### src/rtl/updn_cnt_pkg.sv
package updn_cnt_pkg;

  typedef enum logic [1:0] {
    MODE_FREE    = 2'b00,
    MODE_RANGE   = 2'b01,
    MODE_ONESHOT = 2'b10,
    MODE_MODN    = 2'b11
  } cntMode_e;

  // strobes from control to datapath, valid for one cycle
  typedef struct packed {
    logic wrPreset;
    logic clearCntr;
    logic loadCntr;
    logic latchOl;
    logic step;
    logic stepUp;
  } cntStrobe_t;

  localparam logic [1:0] ADDR_CFG    = 2'd0;
  localparam logic [1:0] ADDR_PRESET = 2'd1;
  localparam logic [1:0] ADDR_CMD    = 2'd2;

endpackage

### src/rtl/updn_cnt_ctrl.sv
module updn_cnt_ctrl
  import updn_cnt_pkg::*;
#(
  parameter int SYNC_STAGES = 2
) (
  input  logic       clk,
  input  logic       rst_n,
  input  logic       cntPulse,
  input  logic       cntUp,
  input  logic       indexIn,
  input  logic       hostWe,
  input  logic [1:0] hostAddr,
  input  logic [3:0] hostBits,
  output cntStrobe_t strb,
  output cntMode_e   modeQ,
  output logic       enQ
);

  logic [SYNC_STAGES:0] idxSync;
  logic idxLatchQ;
  logic idxRise;
  logic cmdWr;

  // synchronizer chain plus one extra stage for edge detection
  always_ff @(posedge clk) begin
    if (!rst_n) idxSync <= '0;
    else        idxSync <= {idxSync[SYNC_STAGES-1:0], indexIn};
  end

  assign idxRise = idxSync[SYNC_STAGES-1] & ~idxSync[SYNC_STAGES];

  always_ff @(posedge clk) begin
    if (!rst_n) begin
      modeQ     <= MODE_FREE;
      enQ       <= 1'b0;
      idxLatchQ <= 1'b0;
    end else if (hostWe && hostAddr == ADDR_CFG) begin
      modeQ     <= cntMode_e'(hostBits[1:0]);
      enQ       <= hostBits[2];
      idxLatchQ <= hostBits[3];
    end
  end

  assign cmdWr = hostWe && (hostAddr == ADDR_CMD);

  always_comb begin
    strb.wrPreset  = hostWe && (hostAddr == ADDR_PRESET);
    strb.clearCntr = cmdWr & hostBits[2];
    strb.loadCntr  = (cmdWr & hostBits[0]) | (idxRise & ~idxLatchQ);
    strb.latchOl   = (cmdWr & hostBits[1]) | (idxRise & idxLatchQ);
    strb.step      = cntPulse & enQ;
    strb.stepUp    = cntUp;
  end

endmodule

### src/rtl/updn_cnt_datapath.sv
module updn_cnt_datapath
  import updn_cnt_pkg::*;
#(
  parameter int WIDTH = 24
) (
  input  logic             clk,
  input  logic             rst_n,
  input  cntStrobe_t       strb,
  input  cntMode_e         mode,
  input  logic [WIDTH-1:0] presetIn,
  output logic [WIDTH-1:0] cntQ,
  output logic [WIDTH-1:0] olQ,
  output logic [WIDTH-1:0] prQ,
  output logic             carryQ,
  output logic             borrowQ
);

  localparam logic [WIDTH-1:0] ONE      = WIDTH'(1);
  localparam logic [WIDTH-1:0] ALL_ONES = '1;

  logic [WIDTH-1:0] cntNxt;
  logic cy, bw, haltQ, haltNxt, blocked, atTop, atZero;

  assign atTop   = (cntQ >= prQ);
  assign atZero  = (cntQ == '0);
  assign blocked = (mode == MODE_ONESHOT) && haltQ;

  always_comb begin
    cntNxt  = cntQ;
    cy      = 1'b0;
    bw      = 1'b0;
    haltNxt = haltQ;
    if (strb.clearCntr) begin
      cntNxt  = '0;
      haltNxt = 1'b0;
    end else if (strb.loadCntr) begin
      cntNxt  = prQ;
      haltNxt = 1'b0;
    end else if (strb.step && !blocked) begin
      if (strb.stepUp) begin
        unique case (mode)
          MODE_RANGE: begin
            if (atTop) cy = 1'b1;
            else       cntNxt = cntQ + ONE;
          end
          MODE_MODN: begin
            if (atTop) begin
              cntNxt = '0;
              cy     = 1'b1;
            end else cntNxt = cntQ + ONE;
          end
          default: begin
            cntNxt = cntQ + ONE;
            cy     = (cntQ == ALL_ONES);
            if (mode == MODE_ONESHOT && cntQ == ALL_ONES) haltNxt = 1'b1;
          end
        endcase
      end else begin
        unique case (mode)
          MODE_RANGE: begin
            if (atZero) bw = 1'b1;
            else        cntNxt = cntQ - ONE;
          end
          MODE_MODN: begin
            if (atZero) begin
              cntNxt = prQ;
              bw     = 1'b1;
            end else cntNxt = cntQ - ONE;
          end
          default: begin
            cntNxt = cntQ - ONE;
            bw     = atZero;
            if (mode == MODE_ONESHOT && atZero) haltNxt = 1'b1;
          end
        endcase
      end
    end
  end

  always_ff @(posedge clk) begin
    if (!rst_n) begin
      cntQ    <= '0;
      olQ     <= '0;
      prQ     <= '0;
      carryQ  <= 1'b0;
      borrowQ <= 1'b0;
      haltQ   <= 1'b0;
    end else begin
      cntQ    <= cntNxt;
      carryQ  <= cy;
      borrowQ <= bw;
      haltQ   <= haltNxt;
      if (strb.wrPreset) prQ <= presetIn;
      if (strb.latchOl)  olQ <= cntQ;
    end
  end

endmodule

### src/rtl/updn_preset_counter.sv
module updn_preset_counter
  import updn_cnt_pkg::*;
#(
  parameter int WIDTH       = 24,
  parameter int SYNC_STAGES = 2
) (
  input  logic             clk,
  input  logic             rst_n,
  input  logic             cntPulse,
  input  logic             cntUp,
  input  logic             indexIn,
  input  logic             hostWe,
  input  logic [1:0]       hostAddr,
  input  logic [WIDTH-1:0] hostWdata,
  output logic [WIDTH-1:0] cntValue,
  output logic [WIDTH-1:0] outLatch,
  output logic             carry,
  output logic             borrow
);

  cntStrobe_t       strb;
  cntMode_e         modeQ;
  logic             enQ;
  logic [WIDTH-1:0] prValue;

  updn_cnt_ctrl #(.SYNC_STAGES(SYNC_STAGES)) u_ctrl (
    .clk      (clk),
    .rst_n    (rst_n),
    .cntPulse (cntPulse),
    .cntUp    (cntUp),
    .indexIn  (indexIn),
    .hostWe   (hostWe),
    .hostAddr (hostAddr),
    .hostBits (hostWdata[3:0]),
    .strb     (strb),
    .modeQ    (modeQ),
    .enQ      (enQ)
  );

  updn_cnt_datapath #(.WIDTH(WIDTH)) u_dp (
    .clk      (clk),
    .rst_n    (rst_n),
    .strb     (strb),
    .mode     (modeQ),
    .presetIn (hostWdata),
    .cntQ     (cntValue),
    .olQ      (outLatch),
    .prQ      (prValue),
    .carryQ   (carry),
    .borrowQ  (borrow)
  );

endmodule

### config.mk
export PLATFORM = sky130hd
export DESIGN_NAME = updn_preset_counter
export DESIGN_NICKNAME = d
export VERILOG_FILES = /design/src/rtl/updn_cnt_pkg.sv /design/src/rtl/updn_cnt_ctrl.sv /design/src/rtl/updn_cnt_datapath.sv /design/src/rtl/updn_preset_counter.sv
export SDC_FILE = /design/constraint.sdc
export NUM_CORES = 1
export LEC_CHECK = 0
export BUFFER_PORTS_ARGS = -buffer_cell sky130_fd_sc_hd__clkbuf_2
export CORE_AREA = 2 2 77 134
export CTS_CLUSTER_SIZE = 10
export DETAILED_ROUTE_END_ITERATION = 6
export DIE_AREA = 0 0 79 136
export HOLD_SLACK_MARGIN = 0.12
export PLACE_DENSITY = 0.76
export SYNTH_ARGS = -nofsm -noshare
export SYNTH_HDL_FRONTEND = slang
export SYNTH_HIERARCHICAL = 1
export SYNTH_SLANG_ARGS = --single-unit
### constraint.sdc
create_clock -name clk -period 4.98 [get_ports clk]
set_input_delay 0.996 -clock clk [delete_from_list [all_inputs] [get_ports clk]]
set_output_delay 0.996 -clock clk [all_outputs]
set_load 0.01 [all_outputs]
==> results of run 1 <==
==> logic make-up (layout without fill, tap and decap cells) <==
kind of cell	Yosys count	count (layout)	share of synthesized area (%)
muxes	52	52	10.1
xor gates and xnor gates	25	25	4.24
AOI/OAI and AO/OA	138	138	18.1
and+or+nand+nor	221	221	22.9
adders and majority gates	27	27	6.54
buffers and inverters	83	136	6.44
DFF	82	82	31.8
==> power breakdown <==
group	switching [mW]	leakage [nW]	total [mW]	internal [mW]
Clock	0.280	0.159	0.734	0.454
Sequential	0.0422	0.665	0.719	0.677
Combinational	0.266	1.52	0.449	0.183
Total	0.588	2.34	1.90	1.31
==> cell type report <==
class	instances	area, um^2	area share, %
well taps	125	156	2.65
clock inverters	6	90.1	1.52
clock buffers	10	239	4.04
repair buffers	86	443	7.50
multi-input cells	463	3210	54.4
flip-flops and latches	82	1640	27.8
inverters	34	128	2.16
==> registers in the layout, summed over array words and instances (netlist names), 2 cells and up <==
register and count:
u_ctrl/modeQ 2, u_ctrl/idxSync 3, u_dp/olQ 24, u_dp/prQ 24, u_dp/cntQ 24
==> critical path, delay by kind of cell (launching register included) <==
| kind | cells | cell delay, ps |
|---|---|---|
| adder cells (fa/ha/maj) | 1 | 310 |
| buffers and inverters | 1 | 160 |
| AO/OA/AOI/OAI | 6 | 1690 |
| AND/OR/NAND/NOR | 2 | 850 |
| flip-flops | 1 | 460 |
==> worst max-delay path by stage <==
stage / end / slack [ps] / cells past startpoint
floorplan: u_dp/cntQ[21]$_SDFFE_PP0P_ / 2170 / 12
global placement: u_dp/cntQ[21]$_SDFFE_PP0P_ / 1720 / 8
detailed placement: u_dp/cntQ[17]$_SDFFE_PP0P_ / 1590 / 10
CTS: u_dp/cntQ[17]$_SDFFE_PP0P_ / 1550 / 10
global route: u_dp/cntQ[17]$_SDFFE_PP0P_ / 1310 / 10
finish: u_dp/cntQ[17]$_SDFFE_PP0P_ / 1430 / 10
==> stage by stage <==
stage               instance area [um^2]  worst slack, ps  std cells
floorplan                           5170             2170        628
global placement                    5580             1720        790
detailed placement                  5580             1590        790
CTS                                 5910             1550        806
global route                        5910             1310        806
finish                              5910             1430        806
==> cells in the final DEF (no fill, tap or decap), types with 6 or more instances in the layout <==
cell / Yosys / routed
a221oi_1: 6 / 6
inv_1: 34 / 34
ha_1: 27 / 27
o21ai_1: 8 / 8
dfxtp_1: 82 / 82
nor2_1: 42 / 42
a21oi_1: 34 / 34
a211oi_1: 14 / 14
nand3_1: 11 / 11
nand2_1: 53 / 53
and2_1: 9 / 9
nand4_1: 12 / 12
xnor2_1: 9 / 9
clkbuf_2: 1 / 81
and3_1: 6 / 6
mux2i_1: 52 / 52
xor2_1: 16 / 16
clkbuf_16: 0 / 9
nor3_1: 11 / 11
o22ai_1: 13 / 13
o21ai_0: 16 / 16
nor2b_1: 51 / 51
==> layer usage <==
| metal | GRT usage (%) | vias to the layer above |
|---|---|---|
| met5 | 0 | - |
| met4 | 20.6 | 0 |
| met3 | 5.18 | 77 |
| met2 | 49.8 | 226 |
| met1 | 30.7 | 2289 |
| li1 | - | 2319 |
==> results_dict.tcl, run 1 <==
set metrics [dict create \
    period_needed_ps 3550 \
    p_leak_nw 2.34 \
    cts_resized 0 \
    critPathArrivalTime_ps 3810 \
    num_rows 48 \
    ys_seq_area_share_pct 31.8 \
    synth_edf_count 0 \
    ant_nets 0 \
    synth_most_common_cell "dfxtp_1" \
    setup_viol 0 \
    die_y_um 136 \
    rsz0062_at_grt "false" \
    finalMaxSlewViolations 0 \
    peakVddDrop_mv 0.197 \
    gr-total-overflow 0 \
    startpoint "u_dp/cntQ[0]$_SDFFE_PP0P_" \
    coreArea_um2 9730 \
    dr_wl_met3_um 854 \
    yosys_warnings 6 \
    ys_seq_elements 82 \
    diodes 0 \
    ff2ff_setup_slack_ps 1430 \
    setup_tns_ps 0 \
    drt_iter0_markers 371 \
    yosys_most_used_dff "dfxtp_1" \
    critPathLaunchType "flip-flop" \
    grt_start_max_net_pins 62 \
    synthTopCellsByArea "dfxtp_1 (32%), mux2i_1 (10%), ha_1 (6.5%), nor2b_1 (6.2%), nand2_1 (3.8%)" \
    clock_latency_ps 340 \
    via_per_inst 6.09 \
    tritoncts "built" \
    antenna_found_initial 0 \
    min_period_over_period_pct 71.4 \
    grt_pass1_wl_mm 23.9 \
    drive_gt1_share_pct 17.6 \
    wl_mm 15.3 \
    worstSetupPathType "reg2reg" \
    area_growth_syn_to_layout_pct 14.4 \
    post-route-util_pct 60.7 \
    io_buffers 81 \
    nNetsFinal 735 \
    clk_pin_slew_ps 60 \
    wl_met2_mm 7.84 \
    hold_end "u_ctrl/idxSync[1]$_SDFF_PN0_" \
    synthArstFlopShare_pct 0 \
    met1Wirelength_mm 5.67 \
    min_path_type "reg2reg" \
    crit_chain "inv_1 > ha_1 > nand2b_1 > a211oi_1 > o221ai_1 > a21o_1 > o2111ai_1 > and2_1 > o21ai_2 > o22ai_1" \
    min_path_cells 1 \
    num_vias 4911 \
    drv_cap 0 \
    hold_start "u_ctrl/idxSync[0]$_SDFF_PN0_" \
    synthCells 628 \
    syn_area_um2 5170 \
    ioPinCount 82 \
    fill_cells 895 \
    final_hold_viol_count 0 \
    drc 0 \
    powerDensity_nw_per_um2 322 \
    grt_usage_pct 28.7 \
    critPathSlowestCell "and2_1" \
    end_kind "flip-flop" \
    cts_hold_buf 0 \
    cp.required_ps 5240 \
    root_buffer "clkbuf_16" \
    tightest_slew_ps 1370 \
    dpl.hpwl_mm 10.6 \
    max_stage_delay_ps 710 \
    fp.dieArea_um2 10700 \
    clock_sinks 82 \
    gp_congestion 0.964 \
    cp_max_fo 15 \
    ff2ff_path_depth 10 \
    cts_setup_buffers 0 \
    holdWs_ps 440 \
    synth_top_area_share_pct 31.8 \
    totalPowerFinal_mw 1.90 \
    wl_per_cell_um 18.9 \
    regToRegEndpoint "u_dp/cntQ[17]$_SDFFE_PP0P_" \
    die_w_um 79 \
    r2r-start "u_dp/cntQ[0]$_SDFFE_PP0P_" \
    fin_worst_skew_ps 4.68 \
    netlist-cell-type-count 67 \
    numCtsBuffers 9 \
    synth.avg_cell_area_um2 8.23 \
    fmax_mhz 281 \
    slew_headroom_pct 7.89 \
    status "finished clean" \
    synth.net_count 687 \
    start_util_pct 53.1 \
    first_global_vias 4985 \
    synth_commonest_cells "dfxtp_1 (82), nand2_1 (53), mux2i_1 (52)" \
    h-tree-depth 3 \
    yosys.area.top_type "dfxtp_1" \
    drt_first_pass_iters 7 \
    top_layer_used "met4" \
    clk_path_buf_depth 2 \
]
(Power assumes the default switching activity.)
==> run 2, diff against run 1 <==
--- a/config.mk
+++ b/config.mk
@@ -5,11 +5,12 @@
 export SDC_FILE = /design/constraint.sdc
 export NUM_CORES = 1
 export LEC_CHECK = 0
+export ABC_AREA = 1
 export BUFFER_PORTS_ARGS = -buffer_cell sky130_fd_sc_hd__clkbuf_2
-export CORE_AREA = 2 2 77 134
+export CORE_AREA = 2 2 80 140
 export CTS_CLUSTER_SIZE = 10
 export DETAILED_ROUTE_END_ITERATION = 6
-export DIE_AREA = 0 0 79 136
+export DIE_AREA = 0 0 82 142
 export HOLD_SLACK_MARGIN = 0.12
 export PLACE_DENSITY = 0.76
 export SYNTH_ARGS = -nofsm -noshare
==> constraint.sdc (replaced) <==
create_clock -name clk -period 3.35 [get_ports clk]
set_input_delay 0.67 -clock clk [delete_from_list [all_inputs] [get_ports clk]]
set_output_delay 0.67 -clock clk [all_outputs]
set_load 0.01 [all_outputs]
==> run 2 against run 1 <==
Compared with the run above:
- the run now ends with design-rule violations left
- routed wire length increased by 23%
- combinational power increased by 89%
- cell count increased by 35%
- global-route usage increased by 4.8 points
- sequential power increased by 54%
- power increased by 59%
- critical path type unchanged
- largest power group is now registers
- highest routed layer unchanged
==> results_dict.tcl, run 2 <==
set metrics [dict create \
    clk_pin_slew_ps 60 \
    critPathArrivalTime_ps 3020 \
    path_buf_inv 2 \
    synth_commonest_cells "nand2_1 (174), nor2_1 (117), inv_1 (92)" \
    setup_tns_ps 0 \
    start_util_pct 54.1 \
    end_kind "flip-flop" \
    drt_iter0_markers 503 \
    synthCells 887 \
    clock_sinks 82 \
    final_common_cell "nand2_1" \
    fin_worst_skew_ps 11.6 \
    die_y_um 142 \
    synthArstFlopShare_pct 0 \
    slew_headroom_pct 61.6 \
    die_w_um 82 \
    ys_seq_area_share_pct 28.9 \
    met1Wirelength_mm 7.03 \
    ioPinCount 82 \
    powerDensity_nw_per_um2 467 \
    cts_resized 0 \
    synthTopCellsByArea "dfxtp_1 (29%), nand2_1 (11%), a21oi_1 (8.0%), nor2_1 (7.7%), o21ai_0 (6.4%)" \
    ys_seq_elements 82 \
    rsz0062_at_grt "false" \
    min_path_type "reg2reg" \
    cp_max_fo 31 \
    yosys_most_used_dff "dfxtp_1" \
    r2r-start "u_dp/cntQ[6]$_SDFFE_PP0P_" \
    synth_top_area_share_pct 28.9 \
    p_leak_nw 3.01 \
    peakVddDrop_mv 0.389 \
    syn_area_um2 5680 \
    num_rows 50 \
    pre_cts_ws_ps 605 \
    wl_met2_mm 9.22 \
    min_path_cells 2 \
    drive_gt1_share_pct 16.8 \
    grt_usage_pct 33.5 \
    critPathLaunchType "flip-flop" \
    tritoncts "built" \
    tightest_slew_ps 575 \
    setup_slack_ps 569 \
    dpl.hpwl_mm 13.8 \
    grt_pass1_wl_mm 29.6 \
    io_buffers 81 \
    h-tree-depth 3 \
    period_needed_ps 2780 \
    final_cell_mix "nand2_1 (174), nor2_1 (117), inv_1 (92)" \
    top_layer_used "met4" \
    num_vias 6227 \
    gp_congestion 1.01 \
    synth.net_count 946 \
    yosys_warnings 6 \
    wl_per_cell_um 17.2 \
    ff2ff_setup_slack_ps 570 \
    hold_end "u_ctrl/idxSync[1]$_SDFF_PN0_" \
    gr-total-overflow 0 \
    reg.largest.list "u_dp/cntQ (24), u_dp/olQ (24), u_dp/prQ (24)" \
    critPathSlowestCell "dfxtp_1" \
    cts_setup_buffers 0 \
    cp.required_ps 3590 \
    fp.dieArea_um2 11600 \
    worstSetupPathType "reg2reg" \
    cp_common_cell "nand2_1" \
    dpl-instance-area_um2 6160 \
    crit_chain "ha_1 > nand2_1 > inv_1 > nand2_1 > nand2_1 > nor2_1 > nor2_1 > nand2_1 > nand2_1 > nand2_1 > nand2_4 > nand2_4 > clkinv_2 > nor2_1 > nor2_1" \
    area_growth_syn_to_layout_pct 13.9 \
    drt_first_pass_iters 7 \
    first_global_vias 6027 \
    cp_top_family "simple AND/OR/NAND/NOR gates" \
    regToRegEndpoint "u_dp/cntQ[4]$_SDFFE_PP0P_" \
    max_stage_delay_ps 620 \
    dr_wl_met3_mm 1.17 \
    hold_start "u_ctrl/idxSync[0]$_SDFF_PN0_" \
    yosys.area.top_type "dfxtp_1" \
    synth_most_common_cell "nand2_1" \
    final_hold_viol_count 0 \
    setup_viol 0 \
    netlist-cell-type-count 40 \
    numCtsBuffers 9 \
    min_period_over_period_pct 83.0 \
    wl_mm 18.7 \
    via_per_inst 5.73 \
    grt_start_max_net_pins 56 \
    violations "design-rule violations" \
    fmax_mhz 360 \
    finalMaxSlewViolations 0 \
    ant_nets 0 \
    root_buffer "clkbuf_16" \
    coreArea_um2 10500 \
    ff2ff_path_depth 15 \
    synth_edf_count 0 \
    drc 1 \
    nNetsFinal 1012 \
    cts_hold_buf 0 \
    holdWs_ps 450 \
    status "complete, but fails checks" \
    antenna_found_initial 0 \
    clk_path_buf_depth 2 \
    synth.avg_cell_area_um2 6.41 \
    drv_cap 0 \
    diodes 0 \
    clock_latency_ps 350 \
    final_cell_area_um2 6470 \
]
==> run 2: cell types whose count changed after synthesis, moves of 52 or more <==
cell and change:
nand2_1 +121, o21ai_0 +57, inv_1 +58, nor2_1 +75
a21oi_1 +57, mux2i_1 -52
==> run 2: worst max path at each step <==
stage / start / endpoint / slack (ps) / cells past startpoint
after global placement: u_dp/cntQ[11]$_SDFFE_PP0P_ / u_dp/cntQ[21]$_SDFFE_PP0P_ / 680 / 13
after floorplan: hostWe / u_dp/cntQ[16]$_SDFFE_PP0P_ / 1350 / 10
after detailed placement: u_dp/cntQ[11]$_SDFFE_PP0P_ / u_dp/cntQ[7]$_SDFFE_PP0P_ / 610 / 13
after global routing: u_dp/cntQ[6]$_SDFFE_PP0P_ / u_dp/cntQ[6]$_SDFFE_PP0P_ / 340 / 15
final: u_dp/cntQ[6]$_SDFFE_PP0P_ / u_dp/cntQ[4]$_SDFFE_PP0P_ / 570 / 15
after CTS: u_dp/cntQ[6]$_SDFFE_PP0P_ / u_dp/cntQ[0]$_SDFFE_PP0P_ / 600 / 15
==> run 2: metrics by stage <==
stage          cells  power (mW)  util (%)
2_1_floorplan    887        1.70         -
3_3_place_gp    1072        1.94      58.6
3_5_place_dp    1072        1.95      58.6
4_1_cts         1087        3.01      61.6
5_1_grt         1087        3.17      61.6
6_report        1087        3.02      61.6
==> run 2: metal layers <==
| layer | global-route usage (%) | vias up |
|---|---|---|
| li1 | - | 3028 |
| met5 | 0 | - |
| met1 | 36.7 | 2812 |
| met3 | 6.15 | 87 |
| met4 | 23.7 | 0 |
| met2 | 56.4 | 300 |
==> run 2: worst reg2reg max path, cell delays in order (launching register included) <==
cell and delay [ps]:
dfxtp_1 620, ha_1 320, nand2_1 110, inv_1 50
nand2_1 50, nand2_1 70, nor2_1 150, nor2_1 70
nand2_1 50, nand2_1 110, nand2_1 130, nand2_4 70
nand2_4 300, clkinv_2 310, nor2_1 210, nor2_1 50
==> run 2: cell families (layout without fill, tap and decap cells) <==
kind of cell    after synthesis  after routing  synth area share, %
simple gates                403            403                 32.3
compound gates              212            212                 19.2
buf+inv                     146            216                 11.0
flops                        82             82                 28.9
fa+ha+maj                    27             27                 5.94
xor+xnor                     17             17                 2.62
==> run 2: cell type report <==
| cell class | instances | area [um^2] |
|---|---|---|
| clock inverters | 6 | 90.1 |
| multi-input cells | 659 | 3430 |
| well taps | 130 | 163 |
| clock buffers | 9 | 225 |
| inverters | 101 | 380 |
| flip-flops and latches | 82 | 1640 |
| repair buffers | 100 | 548 |
| fillers | 1073 | 4040 |
==> run 2: power by group <==
part / total [mW] / leakage [nW] / switching (mW) / internal [mW]
clock: 1.07 / 0.152 / 0.415 / 0.651
combinational: 0.848 / 2.18 / 0.559 / 0.289
sequential: 1.11 / 0.670 / 0.0753 / 1.03
